File: src/rtl/prbs_gen_pkg.sv
package prbs_gen_pkg;

  localparam int LFSR_W = 31;

  typedef enum logic [2:0] {
    SEL_NONE = 3'd0,
    SEL_P7   = 3'd1,
    SEL_P9   = 3'd2,
    SEL_P23  = 3'd3,
    SEL_P31  = 3'd4
  } poly_sel_e;

  // Feedback bit for the chosen polynomial (stage n is bit n-1).
  function automatic logic fb_bit(input logic [LFSR_W-1:0] s, input poly_sel_e sel);
    logic b;
    case (sel)
      SEL_P7:  b = s[6]  ^ s[5];
      SEL_P9:  b = s[8]  ^ s[4];
      SEL_P23: b = s[22] ^ s[17];
      SEL_P31: b = s[30] ^ s[27];
      default: b = 1'b0;
    endcase
    return b;
  endfunction

  // Stages in use for the chosen polynomial.
  function automatic logic [LFSR_W-1:0] span_mask(input poly_sel_e sel);
    logic [LFSR_W-1:0] m;
    case (sel)
      SEL_P7:  m = LFSR_W'(32'h0000_007F);
      SEL_P9:  m = LFSR_W'(32'h0000_01FF);
      SEL_P23: m = LFSR_W'(32'h007F_FFFF);
      default: m = '1;
    endcase
    return m;
  endfunction

endpackage

File: src/rtl/prbs_poly_select.sv
module prbs_poly_select
  import prbs_gen_pkg::*;
(
  input  logic [3:0] poly_en,
  output poly_sel_e  sel_o
);
  // Highest-order enable wins.
  always_comb begin
    if (poly_en[3])      sel_o = SEL_P31;
    else if (poly_en[2]) sel_o = SEL_P23;
    else if (poly_en[1]) sel_o = SEL_P9;
    else if (poly_en[0]) sel_o = SEL_P7;
    else                 sel_o = SEL_NONE;
  end
endmodule

File: src/rtl/prbs_lfsr_step.sv
module prbs_lfsr_step
  import prbs_gen_pkg::*;
#(
  parameter int DATA_W = 32
) (
  input  logic [LFSR_W-1:0] state_i,
  input  poly_sel_e         sel_i,
  output logic [DATA_W-1:0] word_o,
  output logic [LFSR_W-1:0] state_o
);
  logic [LFSR_W-1:0] work;
  logic [LFSR_W-1:0] mask;
  logic              nb;

  // Unrolled DATA_W-step advance; first bit generated goes to bit 0.
  always_comb begin
    mask   = span_mask(sel_i);
    work   = state_i;
    word_o = '0;
    nb     = 1'b0;
    for (int i = 0; i < DATA_W; i++) begin
      nb        = fb_bit(work, sel_i);
      word_o[i] = nb;
      work      = {work[LFSR_W-2:0], nb} & mask;
    end
    state_o = work;
  end
endmodule

File: src/rtl/prbs_square_word.sv
module prbs_square_word #(
  parameter int DATA_W = 32
) (
  output logic [DATA_W-1:0] word_o
);
  localparam int HALF_W = DATA_W / 2;

  for (genvar g = 0; g < DATA_W; g++) begin : g_bit
    if (g < HALF_W) begin : g_hi
      assign word_o[g] = 1'b1;
    end else begin : g_lo
      assign word_o[g] = 1'b0;
    end
  end
endmodule

File: src/rtl/prbs_pattern_gen.sv
module prbs_pattern_gen
  import prbs_gen_pkg::*;
#(
  parameter int DATA_W = 32
) (
  input  logic              clk,
  input  logic              rst,
  input  logic [3:0]        poly_en,
  input  logic              test_en,
  input  logic              gen_clk_en,
  input  logic              sq_sel,
  output logic [DATA_W-1:0] data_out,
  output logic              data_vld
);
  localparam logic [LFSR_W-1:0] SEED = '1;

  poly_sel_e         sel;
  poly_sel_e         sel_q;
  logic [LFSR_W-1:0] lfsr_q;
  logic [LFSR_W-1:0] base;
  logic [LFSR_W-1:0] next_state;
  logic [DATA_W-1:0] prbs_word;
  logic [DATA_W-1:0] sq_word;
  logic              active;

  prbs_poly_select u_sel (
    .poly_en (poly_en),
    .sel_o   (sel)
  );

  // Reseed whenever the effective polynomial differs from last cycle.
  assign base   = (sel != sel_q) ? SEED : lfsr_q;
  assign active = test_en & gen_clk_en & (sel != SEL_NONE);

  prbs_lfsr_step #(.DATA_W(DATA_W)) u_step (
    .state_i (base),
    .sel_i   (sel),
    .word_o  (prbs_word),
    .state_o (next_state)
  );

  prbs_square_word #(.DATA_W(DATA_W)) u_sq (
    .word_o (sq_word)
  );

  always_ff @(posedge clk) begin
    if (rst) begin
      lfsr_q   <= SEED;
      sel_q    <= SEL_NONE;
      data_out <= '0;
      data_vld <= 1'b0;
    end else begin
      sel_q    <= sel;
      data_vld <= active;
      if (active && !sq_sel) lfsr_q <= next_state;
      else                   lfsr_q <= base;
      if (!active)     data_out <= '0;
      else if (sq_sel) data_out <= sq_word;
      else             data_out <= prbs_word;
    end
  end
endmodule

File: config.mk
export PLATFORM = sky130hd
export DESIGN_NAME = prbs_pattern_gen
export DESIGN_NICKNAME = d
export VERILOG_FILES = /design/src/rtl/prbs_gen_pkg.sv /design/src/rtl/prbs_poly_select.sv /design/src/rtl/prbs_lfsr_step.sv /design/src/rtl/prbs_square_word.sv /design/src/rtl/prbs_pattern_gen.sv
export SDC_FILE = /design/constraint.sdc
export NUM_CORES = 1
export LEC_CHECK = 0
export BUFFER_PORTS_ARGS = -buffer_cell sky130_fd_sc_hd__buf_2
export CORE_MARGIN = 3
export CORE_UTILIZATION = 25
export CTS_CLUSTER_SIZE = 40
export DETAILED_ROUTE_END_ITERATION = 16
export SLEW_MARGIN = 25
export SYNTH_ARGS = -nofsm -noshare
export SYNTH_HDL_FRONTEND = slang
export SYNTH_SLANG_ARGS = --single-unit
File: constraint.sdc
create_clock -name clk -period 5.2 [get_ports clk]
set_clock_uncertainty 0.05 [all_clocks]
set_input_delay 0.26 -clock clk [delete_from_list [all_inputs] [get_ports clk]]
set_output_delay 0.26 -clock clk [all_outputs]
set_load 0.02 [all_outputs]
==> results.tsv <==
metric	value	unit
max_cap_violations	0	
initial_core_util	25.79	%
setup_violations	0	
synth_edf_count	0	
wl_per_cell	21.62	µm
path_class	flip-flop to flip-flop	
track_usage	18.07	%
ys_seq_area_share	25.37	%
finalCriticalPeriod	4.830	ns
first_iter_violations	657	
slew_headroom	35.68	%
yosys-top-cells-count	dfxtp_1 (67), o21ai_0 (53), xnor2_1 (53)	
grt_max_degree	37	
grt_pass1_wl	31110	µm
finalPower	1.584	mW
yosys_warnings	0	
synth_most_common_cell	dfxtp_1	
final_nets	688	
drive_gt1_share	18.57	%
hp-class	primary input to flip-flop	
dp_cells	938	
cts_root_buffer	clkbuf_16	
antenna_found_initial	1	
diodes	0	
ys_ff_latch	67	
syn_inst	646	
crit_fanout	14	
finalHoldViolations	0	
routabilityCongestion	1.011	
cts_setup_buffers	0	
rsz0062_at_grt	false	
power_density	253.9	mW/mm²
hold-worst-slack	0.1486	ns
die-area	0.02293	mm²
htree_num_levels	3	
rows	52	
fin_util	30.43	%
num_vias	5484	
p_leak	2.203	nW
slew_viol_final	0	
die_x	151.4	µm
path_clk_slew	0.06	ns
hpwlAfterDp	15800	µm
cts_sinks	67	
core-area	0.02049	mm²
fin_crit_sh	92.88	%
ant_nets	0	
drt-total-wl	20620	µm
fmax	207.0	MHz
ctsResizeCount	0	
ios	42	
timing.setup.tns	0	ns
synth.distinct_cells	90	
syn_to_final_growth	17.96	%
grt_pass1_vias	5000	
viasPerCell	5.748	
netlist_area	0.005286	mm²
synth_area_leaders	dfxtp_1 (25%), xnor2_1 (8.8%), xor2_1 (7.0%)	
cts_hold_buffers	0	
worstSetupEndpointType	flip-flop	
syn-num-nets	655	
synth.largest_area_cell	dfxtp_1	
drc	0	
port_buffers	41	
vdd_drop_max	0.0001484	V
grt_overflow	0	
clk_path_buf_depth	2	
synthFlopType	dfxtp_1	
start_kind	flip-flop	
critPathRequiredTime	5.36	ns
chipHeight	151.4	µm
status	finished, final reports clean	
tightestPinTransition	0.9613	ns
synth_top_area_share	25.37	%
cts_tree	done	
dr.pass1.iters	7	
syn_avg_cell_area	8.183	µm²
instances_no_fill	954	
cts_buffers	9	
arrival	4.99	ns
clkLatencyLatePin	0.35	ns
synthArstFlopShare	0	%
## metal layers
metal  up-vias  track usage [%]  share of wire, %
met3        56            4.458                12
met2       358            26.29                43
li1       2465                -                 -
met4         0            5.712               3.2
met5         -                0                 0
met1      2605            26.03                43
## critical path, stage by stage, from the launching register on
cell       delay [ns]
dfxtp_1          0.39
or3_4            0.37
a211o_4          0.45
a2bb2oi_1        0.42
nor2_1           0.22
a221oi_1         0.64
nand3_4          0.30
mux2i_1          0.31
and2_1           0.34
xor2_1           0.15
a221oi_4         0.43
xor2_1           0.14
a221oi_1         0.33
a22oi_1          0.14
## power by group
group          total [mW]  leakage, nW  switching [mW]  internal [mW]
registers           0.549        0.546          0.0212          0.528
clock network       0.724        0.169           0.243          0.482
logic               0.310         1.49           0.198          0.112
## layout make-up
class | count | area, µm²
repair buffers | 77 | 475.5
fillers | 2185 | 14260
clock inverters | 6 | 111.4
well taps | 270 | 337.8
inverters | 4 | 15.01
multi-input cells | 520 | 3716
flip-flops and latches | 67 | 1341
clock buffers | 10 | 239.0
## worst paths after layout
path	endpoint	depth (start not counted)	slack [ns]	startpoint
min	data_out[6]	2	0.15	sq_sel
max	lfsr_q[4]	13	0.37	sel_q[1]
min reg2reg	lfsr_q[28]	2	0.47	lfsr_q[28]
max reg2reg	lfsr_q[4]	13	0.37	sel_q[1]
## through the flow
step,setup slack (ns),cell area (µm²)
2_1_floorplan,1.299,5286
3_3_place_gp,0.2963,5886
3_5_place_dp,0.3631,5886
4_1_cts,0.5058,6236
5_1_grt,0.1891,6236
6_report,0.3702,6236
## registers in the layout, summed over array words and instances (netlist names)
register  flops
data_out     32
data_vld      1
sel_q         3
lfsr_q       31
## cells in the final DEF, fill, tap and decap left out, drive strengths merged, types with 10 or more instances in the layout
master / instances
a22oi: 18
buf: 77
nand3: 19
o21ai: 62
a21boi: 15
xor2: 43
a21oi: 25
nor3: 14
nand2: 34
o22ai: 12
clkbuf: 10
nor2: 45
xnor2: 53
nand2b: 11
dfxtp: 67
and3: 10
## kinds of logic (layout without fill, tap and decap cells)
family	after synthesis	count (layout)	synth area share (%)
simple gates	186	186	18.91
buf+inv	59	97	4.733
xor+xnor	96	96	16.05
mux	9	9	1.941
compound gates	229	229	32.99
flops	67	67	25.37
(Power assumes the default switching activity.)
